`src/rtl/hd_align_pkg.sv`:
```
package hd_align_pkg;

  typedef enum logic {
    CH_CB = 1'b0,
    CH_CR = 1'b1
  } chroma_kind_e;

  localparam int unsigned DLY_SEL_W = 3;

  // Limit a requested delay to the deepest tap that exists.
  function automatic logic [DLY_SEL_W-1:0] clamp_dly(input logic [DLY_SEL_W-1:0] req,
                                                     input int unsigned maxd);
    logic [DLY_SEL_W-1:0] res;
    if ({29'd0, req} > maxd) res = DLY_SEL_W'(maxd);
    else                     res = req;
    return res;
  endfunction

endpackage

```
`src/rtl/hd_timing_counters.sv`:
```
module hd_timing_counters #(
  parameter int unsigned SAMP_W      = 12,
  parameter int unsigned LINE_W      = 11,
  parameter int unsigned SPL_1080_30 = 2200,
  parameter int unsigned SPL_1080_25 = 2640,
  parameter int unsigned SPL_720     = 1650,
  parameter int unsigned LPF_1080    = 1125,
  parameter int unsigned LPF_720     = 750
) (
  input  logic              clk,
  input  logic              rst_n,
  input  logic              hs_fall,
  input  logic              vert_evt,
  input  logic              tr_fall,
  input  logic              free_run,
  input  logic              std_720,
  input  logic              rate_25,
  output logic [SAMP_W-1:0] samp_cnt,
  output logic [LINE_W-1:0] line_cnt
);

  localparam logic [SAMP_W-1:0] LAST_S30 = SAMP_W'(SPL_1080_30 - 1);
  localparam logic [SAMP_W-1:0] LAST_S25 = SAMP_W'(SPL_1080_25 - 1);
  localparam logic [SAMP_W-1:0] LAST_S72 = SAMP_W'(SPL_720 - 1);
  localparam logic [LINE_W-1:0] LAST_L10 = LINE_W'(LPF_1080 - 1);
  localparam logic [LINE_W-1:0] LAST_L72 = LINE_W'(LPF_720 - 1);

  logic [SAMP_W-1:0] samp_q, samp_d, samp_last;
  logic [LINE_W-1:0] line_q, line_d, line_last;

  // Limits of the selected standard
  always_comb begin
    if (std_720) begin
      samp_last = LAST_S72;
      line_last = LAST_L72;
    end else begin
      samp_last = rate_25 ? LAST_S25 : LAST_S30;
      line_last = LAST_L10;
    end
  end

  // Next-state
  always_comb begin
    samp_d = samp_q;
    line_d = line_q;
    if (tr_fall) begin
      samp_d = '0;
      line_d = '0;
    end else if (free_run) begin
      samp_d = hs_fall ? '0 : samp_q + 1'b1;
      if (vert_evt)     line_d = '0;
      else if (hs_fall) line_d = line_q + 1'b1;
    end else begin
      if (samp_q >= samp_last) begin
        samp_d = '0;
        line_d = (line_q >= line_last) ? '0 : line_q + 1'b1;
      end else begin
        samp_d = samp_q + 1'b1;
      end
    end
  end

  always_ff @(posedge clk or negedge rst_n) begin
    if (!rst_n) begin
      samp_q <= '0;
      line_q <= '0;
    end else begin
      samp_q <= samp_d;
      line_q <= line_d;
    end
  end

  assign samp_cnt = samp_q;
  assign line_cnt = line_q;

endmodule

```
`src/rtl/hd_chroma_demux.sv`:
```
module hd_chroma_demux
  import hd_align_pkg::*;
#(
  parameter int unsigned DW = 8
) (
  input  logic          clk,
  input  logic          rst_n,
  input  logic          hs_fall,
  input  logic          fmt_422,
  input  logic          cr_first,
  input  logic          blank_high,
  input  logic [DW-1:0] y_in,
  input  logic [DW-1:0] c_in,
  input  logic [DW-1:0] s_in,
  input  logic          blank_in,
  output logic [DW-1:0] y_s1,
  output logic          vld_s1,
  output logic [DW-1:0] cb_s1,
  output logic [DW-1:0] cr_s1
);

  chroma_kind_e  kind_q, kind_now;
  logic [DW-1:0] y_q, cb_q, cr_q, cb_d, cr_d;
  logic          vld_q, vld_d;

  // Which component the current c_in sample carries
  always_comb begin
    if (hs_fall)              kind_now = chroma_kind_e'(cr_first);
    else if (kind_q == CH_CB) kind_now = CH_CR;
    else                      kind_now = CH_CB;
  end

  always_comb begin
    cb_d  = cb_q;
    cr_d  = cr_q;
    vld_d = blank_high ? ~blank_in : blank_in;
    if (!fmt_422) begin
      cb_d = c_in;
      cr_d = s_in;
    end else if (kind_now == CH_CB) begin
      cb_d = c_in;
    end else begin
      cr_d = c_in;
    end
  end

  always_ff @(posedge clk or negedge rst_n) begin
    if (!rst_n) begin
      kind_q <= CH_CR;
      y_q    <= '0;
      vld_q  <= 1'b0;
      cb_q   <= '0;
      cr_q   <= '0;
    end else begin
      kind_q <= kind_now;
      y_q    <= y_in;
      vld_q  <= vld_d;
      cb_q   <= cb_d;
      cr_q   <= cr_d;
    end
  end

  assign y_s1   = y_q;
  assign vld_s1 = vld_q;
  assign cb_s1  = cb_q;
  assign cr_s1  = cr_q;

endmodule

```
`src/rtl/hd_delay_line.sv`:
```
module hd_delay_line
  import hd_align_pkg::*;
#(
  parameter int unsigned W    = 8,
  parameter int unsigned MAXD = 4
) (
  input  logic                 clk,
  input  logic                 rst_n,
  input  logic [W-1:0]         din,
  input  logic [DLY_SEL_W-1:0] sel,
  output logic [W-1:0]         dout
);

  logic [W-1:0] stg [1:MAXD];

  always_ff @(posedge clk or negedge rst_n) begin
    if (!rst_n) begin
      for (int k = 1; k <= int'(MAXD); k++) stg[k] <= '0;
    end else begin
      stg[1] <= din;
      for (int k = 2; k <= int'(MAXD); k++) stg[k] <= stg[k-1];
    end
  end

  // Tap 0 is the input itself, already registered upstream
  always_comb begin
    dout = din;
    for (int k = 1; k <= int'(MAXD); k++) begin
      if (int'(sel) == k) dout = stg[k];
    end
  end

endmodule

```
`src/rtl/hd_input_align.sv`:
```
module hd_input_align
  import hd_align_pkg::*;
#(
  parameter int unsigned DW          = 8,
  parameter int unsigned SAMP_W      = 12,
  parameter int unsigned LINE_W      = 11,
  parameter int unsigned SPL_1080_30 = 2200,
  parameter int unsigned SPL_1080_25 = 2640,
  parameter int unsigned SPL_720     = 1650,
  parameter int unsigned LPF_1080    = 1125,
  parameter int unsigned LPF_720     = 750,
  parameter int unsigned MAX_DLY     = 4
) (
  input  logic                 clk,
  input  logic                 rst_n,
  input  logic [DW-1:0]        y_in,
  input  logic [DW-1:0]        c_in,
  input  logic [DW-1:0]        s_in,
  input  logic                 hsync_in,
  input  logic                 vert_in,
  input  logic                 blank_in,
  input  logic                 cfg_std_720,
  input  logic                 cfg_rate_25,
  input  logic                 cfg_free_run,
  input  logic                 cfg_timing_rst,
  input  logic                 cfg_vert_is_vsync,
  input  logic                 cfg_blank_high,
  input  logic                 cfg_fmt_422,
  input  logic                 cfg_cr_first,
  input  logic [2:0]           cfg_y_dly,
  input  logic [2:0]           cfg_c_dly,
  output logic [DW-1:0]        y_o,
  output logic [DW-1:0]        cb_o,
  output logic [DW-1:0]        cr_o,
  output logic                 pix_valid_o,
  output logic [SAMP_W-1:0]    samp_cnt_o,
  output logic [LINE_W-1:0]    line_cnt_o
);

  localparam int unsigned YW = DW + 1;
  localparam int unsigned CW = 2 * DW;

  logic hs_q, vt_q, tr_q;
  logic hs_fall, vert_evt, tr_fall;
  logic [DLY_SEL_W-1:0] ydly_q, cdly_q, ydly_d, cdly_d;

  // Edge detection on syncs and the timing-reset bit
  assign hs_fall  = hs_q & ~hsync_in;
  assign vert_evt = cfg_vert_is_vsync ? (vt_q & ~vert_in) : (vt_q ^ vert_in);
  assign tr_fall  = tr_q & ~cfg_timing_rst;

  always_ff @(posedge clk or negedge rst_n) begin
    if (!rst_n) begin
      hs_q <= 1'b1;
      vt_q <= 1'b1;
      tr_q <= 1'b0;
    end else begin
      hs_q <= hsync_in;
      vt_q <= vert_in;
      tr_q <= cfg_timing_rst;
    end
  end

  // Delay settings are taken only at a line start
  always_comb begin
    ydly_d = clamp_dly(cfg_y_dly, MAX_DLY);
    cdly_d = clamp_dly(cfg_c_dly, MAX_DLY);
  end

  always_ff @(posedge clk or negedge rst_n) begin
    if (!rst_n) begin
      ydly_q <= '0;
      cdly_q <= '0;
    end else if (hs_fall) begin
      ydly_q <= ydly_d;
      cdly_q <= cdly_d;
    end
  end

  hd_timing_counters #(
    .SAMP_W     (SAMP_W),
    .LINE_W     (LINE_W),
    .SPL_1080_30(SPL_1080_30),
    .SPL_1080_25(SPL_1080_25),
    .SPL_720    (SPL_720),
    .LPF_1080   (LPF_1080),
    .LPF_720    (LPF_720)
  ) u_cnt (
    .clk     (clk),
    .rst_n   (rst_n),
    .hs_fall (hs_fall),
    .vert_evt(vert_evt),
    .tr_fall (tr_fall),
    .free_run(cfg_free_run),
    .std_720 (cfg_std_720),
    .rate_25 (cfg_rate_25),
    .samp_cnt(samp_cnt_o),
    .line_cnt(line_cnt_o)
  );

  logic [DW-1:0] y_s1, cb_s1, cr_s1;
  logic          vld_s1;

  hd_chroma_demux #(.DW(DW)) u_demux (
    .clk       (clk),
    .rst_n     (rst_n),
    .hs_fall   (hs_fall),
    .fmt_422   (cfg_fmt_422),
    .cr_first  (cfg_cr_first),
    .blank_high(cfg_blank_high),
    .y_in      (y_in),
    .c_in      (c_in),
    .s_in      (s_in),
    .blank_in  (blank_in),
    .y_s1      (y_s1),
    .vld_s1    (vld_s1),
    .cb_s1     (cb_s1),
    .cr_s1     (cr_s1)
  );

  logic [YW-1:0] ypath_in, ypath_out;
  logic [CW-1:0] cpath_in, cpath_out;

  assign ypath_in = {vld_s1, y_s1};
  assign cpath_in = {cb_s1, cr_s1};

  hd_delay_line #(.W(YW), .MAXD(MAX_DLY)) u_ydly (
    .clk  (clk),
    .rst_n(rst_n),
    .din  (ypath_in),
    .sel  (ydly_q),
    .dout (ypath_out)
  );

  hd_delay_line #(.W(CW), .MAXD(MAX_DLY)) u_cdly (
    .clk  (clk),
    .rst_n(rst_n),
    .din  (cpath_in),
    .sel  (cdly_q),
    .dout (cpath_out)
  );

  assign pix_valid_o = ypath_out[YW-1];
  assign y_o         = ypath_out[DW-1:0];
  assign cb_o        = cpath_out[CW-1:DW];
  assign cr_o        = cpath_out[DW-1:0];

endmodule

```
`config.mk`:
```
export PLATFORM = sky130hd
export DESIGN_NAME = hd_input_align
export DESIGN_NICKNAME = d
export VERILOG_FILES = /design/src/rtl/hd_align_pkg.sv /design/src/rtl/hd_timing_counters.sv /design/src/rtl/hd_chroma_demux.sv /design/src/rtl/hd_delay_line.sv /design/src/rtl/hd_input_align.sv
export SDC_FILE = /design/constraint.sdc
export NUM_CORES = 1
export LEC_CHECK = 0
export ABC_AREA = 0
export BUFFER_PORTS_ARGS = -buffer_cell sky130_fd_sc_hd__buf_4
export CAP_MARGIN = 20
export CELL_PAD_IN_SITES_DETAIL_PLACEMENT = 1
export CELL_PAD_IN_SITES_GLOBAL_PLACEMENT = 1
export CORE_ASPECT_RATIO = 0.9
export CORE_MARGIN = 10
export CORE_UTILIZATION = 35
export CTS_CLUSTER_DIAMETER = 100
export DETAILED_ROUTE_END_ITERATION = 6
export GPL_TIMING_DRIVEN = 0
export PLACE_DENSITY_LB_ADDON = 0.1
export SYNTH_ARGS = -nofsm -noshare
export SYNTH_HDL_FRONTEND = slang
export SYNTH_SLANG_ARGS = --single-unit
```
`constraint.sdc`:
```
create_clock -name clk -period 5 [get_ports clk]
set_clock_uncertainty 0.1 [all_clocks]
set_input_delay 1 -clock clk [delete_from_list [all_inputs] [get_ports clk]]
set_output_delay 1 -clock clk [all_outputs]
set_load 0.01 [all_outputs]
```
==> results of run 1 <==
==> flip-flops by register name, summed over array words and instances, names as in the netlist <==
register,count
u_cdly.stg,64
u_ydly.stg,36
u_cnt.samp_cnt,12
u_cnt.line_cnt,11
u_demux.cb_s1,8
u_demux.cr_s1,8
u_demux.y_s1,8
cdly_q,3
ydly_q,3
hs_q,1
tr_q,1
u_demux.kind_q,1
u_demux.vld_s1,1
vt_q,1
==> report_power, final <==
group,internal [mW],leakage [nW],switching [mW]
Sequential,1.39,1.88,0.0741
Combinational,0.238,1.49,0.325
Clock,0.693,0.273,0.554
==> layer usage <==
layer / global-route usage [%] / vias up / part of all wire (%)
met3: 3.908 / 15 / 4.3
met2: 23.76 / 82 / 47
met5: 0 / - / 0
met1: 20.56 / 2504 / 48
met4: 4.167 / 0 / 0.85
li1: - / 2320 / -
==> worst paths after layout <==
path                            cells past startpoint              start  slack [ns]                end
worst max-delay path                                8          cdly_q[1]        1.09            cr_o[6]
max in group asynchronous                           2              rst_n        3.55     u_cdly.stg[54]
worst min-delay path                                0     u_ydly.stg[13]        0.27      u_ydly.stg[4]
worst min register to register                      0     u_ydly.stg[13]        0.27      u_ydly.stg[4]
min in group asynchronous                           1              rst_n        0.38  u_cnt.samp_cnt[8]
worst max register to register                      8  u_cnt.samp_cnt[7]        2.43  u_cnt.line_cnt[8]
==> cell type report <==
type                            instances  share of cell area (%)
Buffer                                 36                   1.825
Clock buffer                           17                   5.170
Clock inverter                         15                   1.658
Inverter                                8                  0.3650
Multi-Input combinational cell        407                   30.55
Sequential cell                       158                   48.10
Tap cell                              245                   3.726
Timing Repair Buffer                   91                   8.607
==> placed cells by master, fill, tap and decap left out, types with 16 or more instances in the layout <==
cell type / count
dfrtp_1: 155
buf_4: 89
nor2_1: 69
a21oi_1: 62
o21ai_0: 56
nand2_1: 46
nor2b_1: 32
clkbuf_1: 29
mux2i_1: 24
mux2_2: 19
clkbuf_16: 17
ha_1: 16
==> synth_stat cells (3+ instances only) <==
master    number
nand3_1       11
nor2_1        69
clkbuf_1      29
o21a_1         3
nand2_1       46
ha_1          16
a211oi_1       3
nor2b_1       32
mux2_2        19
o21ai_0       56
mux2i_1       24
a21oi_1       62
xor2_1         7
and3_1         5
buf_2          3
dfrtp_1      155
dfstp_2        3
xnor2_1        4
a221oi_1       9
or4_1          6
inv_1          8
nand2b_1       7
or3_1          3
and2_1         4
==> logic make-up (layout without fill, tap and decap cells) <==
| family | count (synthesis) | count (layout) | share of synthesized area [%] |
|---|---|---|---|
| AO/OA/AOI/OAI | 147 | 147 | 12.98 |
| XOR/XNOR | 11 | 11 | 1.448 |
| adder cells (fa/ha/maj) | 16 | 16 | 3.010 |
| buffers and inverters | 44 | 167 | 2.709 |
| flip-flops | 158 | 158 | 59.50 |
| multiplexers | 43 | 43 | 6.829 |
| AND/OR/NAND/NOR | 190 | 190 | 13.53 |
==> flow_summary.json, run 1 <==
{
  "postLayoutCoreUtil_pct": 44.42,
  "slew_headroom_pct": 46.09,
  "final_cells": 977,
  "fmax_mhz": 255.8,
  "fin_area_um2": 8228,
  "dp_slack_ns": 1.283,
  "finalSetupViolCount": 0,
  "cpLargestDelayFamily": "buffers and inverters",
  "drc_errors": 0,
  "fillers": 2080,
  "setup_slack_ns": 1.091,
  "drt-initial-drc-count": 318,
  "multiInputGateArea_um2": 2514,
  "drv_cap": 0,
  "place_area_um2": 7661,
  "nets": 778,
  "synthArstFlopShare_pct": 100.0,
  "synthCells": 609,
  "vias_per_cell": 5.037,
  "power_leakage_nw": 3.641,
  "io_pins": 91,
  "port_buffers": 89,
  "wl_mm": 18.31,
  "worstSetupPathType": "reg2out",
  "grt_overflow_total": 0,
  "wire_per_inst_um": 18.74,
  "fin_crit_ns": 3.909,
  "cts_buffers": 17,
  "yosys_warnings": 0,
  "cts_buffer_depth": 2,
  "cts_tree": "yes",
  "rows": 47,
  "synth.distinct_cells": 44,
  "globalplace.congestion": 0.7872,
  "worstPathRequired_ns": 3.90,
  "path_buf_inv": 4,
  "clk_pin_slew_worst_paths_ns": 0.06,
  "cp_slowest_cell": "clkbuf_1",
  "power_mw": 3.273,
  "drv_slew": 0,
  "htree_levels": 4,
  "num_antenna_cells": 0,
  "cts_setup_buffers": 0,
  "ys_ff_latch": 158,
  "fin_crit_sh_pct": 78.17,
  "place_inst": 944,
  "area_growth_syn_to_layout_pct": 23.70,
  "hold_ws_ns": 0.2674,
  "drive_gt1_share_pct": 21.31,
  "cts.sinks": 158,
  "outcome": "finished, final reports clean",
  "die-area_um2": 24930,
  "synth_ff_type": "dfrtp_1",
  "seq_area_um2": 3958,
  "synth_area_leader_cell": "dfrtp_1",
  "postSynthAreaPerCell_um2": 10.92,
  "first_pass_iters": 4,
  "synth_nets": 668,
  "power_density_nw_per_um2": 397.8,
  "vdd.ir_drop.worst_mv": 0.2048,
  "hp-class": "reg2reg",
  "grtUsageTotal_pct": 15.22,
  "floorplan.initialDensity_pct": 35.91,
  "dp_hpwl_mm": 12.69,
  "num_vias": 4921,
  "end_kind": "output pin",
  "core_um2": 18520,
  "cts-resized-gates": 0,
  "cp_max_fo": 10,
  "critPathMaxStageDelay_ns": 0.55,
  "synth_top_area_share_pct": 58.31,
  "ys_top_cells_by_area": "dfrtp_1, a21oi_1, o21ai_0, nor2_1, mux2i_1",
  "ant_nets": 0,
  "fp.dieW_um": 165.3,
  "crit_top_cell": "clkbuf_1",
  "cp.arrival_ns": 2.81,
  "hold_buffers": 0,
  "final_hold_viol_count": 0,
  "rsz0062_at_grt": "false",
  "dieHeight_um": 150.8,
  "worst_slew_pin_slew_ns": 0.8086,
  "cts_root_buffer": "clkbuf_16",
  "critical_path.startpoint_type": "flip-flop",
  "first_global_vias": 5356,
  "worstPathCellList": "clkbuf_1 > nor2b_1 > clkbuf_1 > clkbuf_1 > a21oi_1 > o21ai_0 > o21ai_0 > buf_4",
  "antenna_found_initial": 0,
  "grt_pass1_wl_mm": 29.67,
  "ys_seq_area_share_pct": 59.50,
  "grt_max_degree": 105,
  "synth_edf_count": 0,
  "syn_area_um2": 6651,
  "clkLatencyLatePin_ns": 0.42,
  "tns_ns": 0
}
Power figures use the tool's default switching activity.
==> inputs of run 2 (changes only) <==
==> constraint.sdc (replaced) <==
create_clock -name clk -period 3.2 [get_ports clk]
set_clock_uncertainty 0.1 [all_clocks]
set_input_delay 0.64 -clock clk [delete_from_list [all_inputs] [get_ports clk]]
set_output_delay 0.64 -clock clk [all_outputs]
set_load 0.01 [all_outputs]
==> run 2 against run 1 <==
Against the previous run:
- cell count fell by 0.31%
- critical path depth fell by 1
- clock power rose by 57%
- core utilization rose by 0.068 points
- sequential share of layout area fell by 0.058 points
- largest cell class unchanged
- setup slack got worse by 0.91 ns
- power rose by 57%
- largest power group unchanged
- global-route usage barely moved
- highest routed layer unchanged
- worst hold slack got worse by 0.25 ns
- register-to-register slack got worse by 1.8 ns
==> flow_summary.json, run 2 (synthesis gave the netlist of run 1 again) <==
{
  "outcome": "finished, final reports clean",
  "num_antenna_cells": 0,
  "worstSetupPathType": "reg2out",
  "cp_max_fo": 10,
  "drt-initial-drc-count": 299,
  "met3WireLength_um": 836,
  "clkLatencyLatePin_ns": 0.42,
  "fin_area_um2": 8240,
  "fin_crit_ns": 3.016,
  "grt_overflow_total": 0,
  "final_common_cell": "dfrtp_1",
  "fp.dieW_um": 165.3,
  "worst_slew_pin_slew_ns": 0.6026,
  "antenna_found_initial": 0,
  "dieHeight_um": 150.8,
  "critical_path.startpoint_type": "flip-flop",
  "vdd.ir_drop.worst_mv": 0.3210,
  "setup_slack_ns": 0.1837,
  "die-area_um2": 24930,
  "grtUsageTotal_pct": 15.23,
  "place_area_um2": 7661,
  "cts_buffers": 17,
  "fillers": 2078,
  "first_pass_iters": 4,
  "dp_slack_ns": -0.1571,
  "largest_register_ffs": 64,
  "rsz0062_at_grt": "false",
  "cp_slowest_cell": "dfrtp_2",
  "final_hold_viol_count": 0,
  "vias_per_cell": 5.022,
  "cts.sinks": 158,
  "floorplan.initialDensity_pct": 35.91,
  "crit_path_end": "cr_o[6]",
  "r2r-end": "u_cnt.line_cnt[8]",
  "final_cell_mix": "dfrtp_1, buf_4, nor2_1",
  "drc_errors": 0,
  "globalplace.congestion": 0.7872,
  "rr_worst_depth": 8,
  "routed.top_layer": "met4",
  "wire_per_inst_um": 18.84,
  "cts_buffer_depth": 2,
  "drive_gt1_share_pct": 22.91,
  "wl_met2_mm": 8.545,
  "hold_buffers": 0,
  "path_buf_inv": 3,
  "cp.depth": 7,
  "first_global_vias": 5354,
  "cts_tree": "yes",
  "wl_mm": 18.35,
  "ant_nets": 0,
  "hp-class": "in2async",
  "area_growth_syn_to_layout_pct": 23.89,
  "power_density_nw_per_um2": 622.2,
  "nets": 775,
  "grt_max_degree": 105,
  "drv_slew": 0,
  "rows": 47,
  "worstPathRequired_ns": 2.46,
  "cts_root_buffer": "clkbuf_16",
  "dp_hpwl_mm": 12.69,
  "power_mw": 5.128,
  "core_um2": 18520,
  "cp-startpoint": "cdly_q[1]",
  "finalSetupViolCount": 0,
  "end_kind": "output pin",
  "cp.arrival_ns": 2.28,
  "critPathMaxStageDelay_ns": 0.49,
  "worstPathCellList": "nor2b_1 > clkbuf_1 > clkbuf_2 > a21oi_1 > o21ai_0 > o21ai_1 > buf_4",
  "drv_cap": 0,
  "seq_area_um2": 3959,
  "fin_crit_sh_pct": 94.26,
  "fmax_mhz": 331.5,
  "postLayoutCoreUtil_pct": 44.49,
  "regMostFlops": "u_cdly.stg",
  "cpLargestDelayFamily": "buffers and inverters",
  "multiInputGateArea_um2": 2525,
  "wl_met1_mm": 8.800,
  "grt_pass1_wl_mm": 29.67,
  "num_vias": 4891,
  "io_pins": 91,
  "ff2ff_setup_slack_ns": 0.63,
  "power_leakage_nw": 3.669,
  "port_buffers": 89,
  "clk_pin_slew_worst_paths_ns": 0.07,
  "htree_levels": 4,
  "r2r-start": "u_cnt.samp_cnt[7]",
  "slew_headroom_pct": 59.83
}
==> run 2: cell count changes in the layout (fill, tap and decap cells not counted) <==
cell,before,now
o21ai_0,56,55
dfrtp_1,155,154
clkbuf_1,29,18
o21ai_1,1,2
nor3b_1,2,1
clkbuf_2,0,8
buf_1,2,1
dfrtp_2,0,1
nor3b_4,0,1
buf_2,4,5
==> run 2: worst min-delay path by stage <==
stage                         from           endpoint  slack (ns)  cells after the start
detailed placement  u_ydly.stg[13]      u_ydly.stg[4]        0.26                      0
floorplan                    rst_n          cdly_q[0]        0.24                      0
CTS                          rst_n  u_cnt.samp_cnt[6]        0.02                      1
global route                 rst_n  u_cnt.samp_cnt[8]        0.04                      1
finish                       rst_n  u_cnt.samp_cnt[8]        0.01                      1
global placement    u_ydly.stg[10]      u_ydly.stg[1]        0.25                      0
==> run 2: per-stage QoR <==
stage	cells	hold WS (ns)	TNS (ns)
CTS	975	0.02134	0
finish	974	0.01449	0
detailed placement	944	0.2594	-1.068
floorplan	609	0.2444	0
global placement	943	0.2525	-1.024
global route	974	0.03817	0
==> run 2: what timing repair did <==
action / CTS / global route
setup endpoints to repair: 25 / 19
resized for setup: 10 / 7
buffers inserted: 0 / 0
==> run 2: where the power goes <==
| group | switching [mW] | internal, mW |
|---|---|---|
| Sequential | 0.124 | 2.17 |
| Clock | 0.873 | 1.08 |
| Combinational | 0.501 | 0.376 |
==> run 2: per-layer routing <==
metal | vias up | GRT usage (%)
met3 | 16 | 3.908
met4 | 0 | 4.167
met5 | - | 0
li1 | 2315 | -
met1 | 2476 | 20.59
met2 | 84 | 23.73
==> run 2: area by class of cell <==
class / count / share of cell area, %
flip-flops and latches: 158 / 48.04
multi-input cells: 407 / 30.64
repair buffers: 90 / 8.533
clock buffers: 17 / 5.162
well taps: 245 / 3.720
plain buffers: 34 / 1.883
clock inverters: 15 / 1.655
inverters: 8 / 0.3644
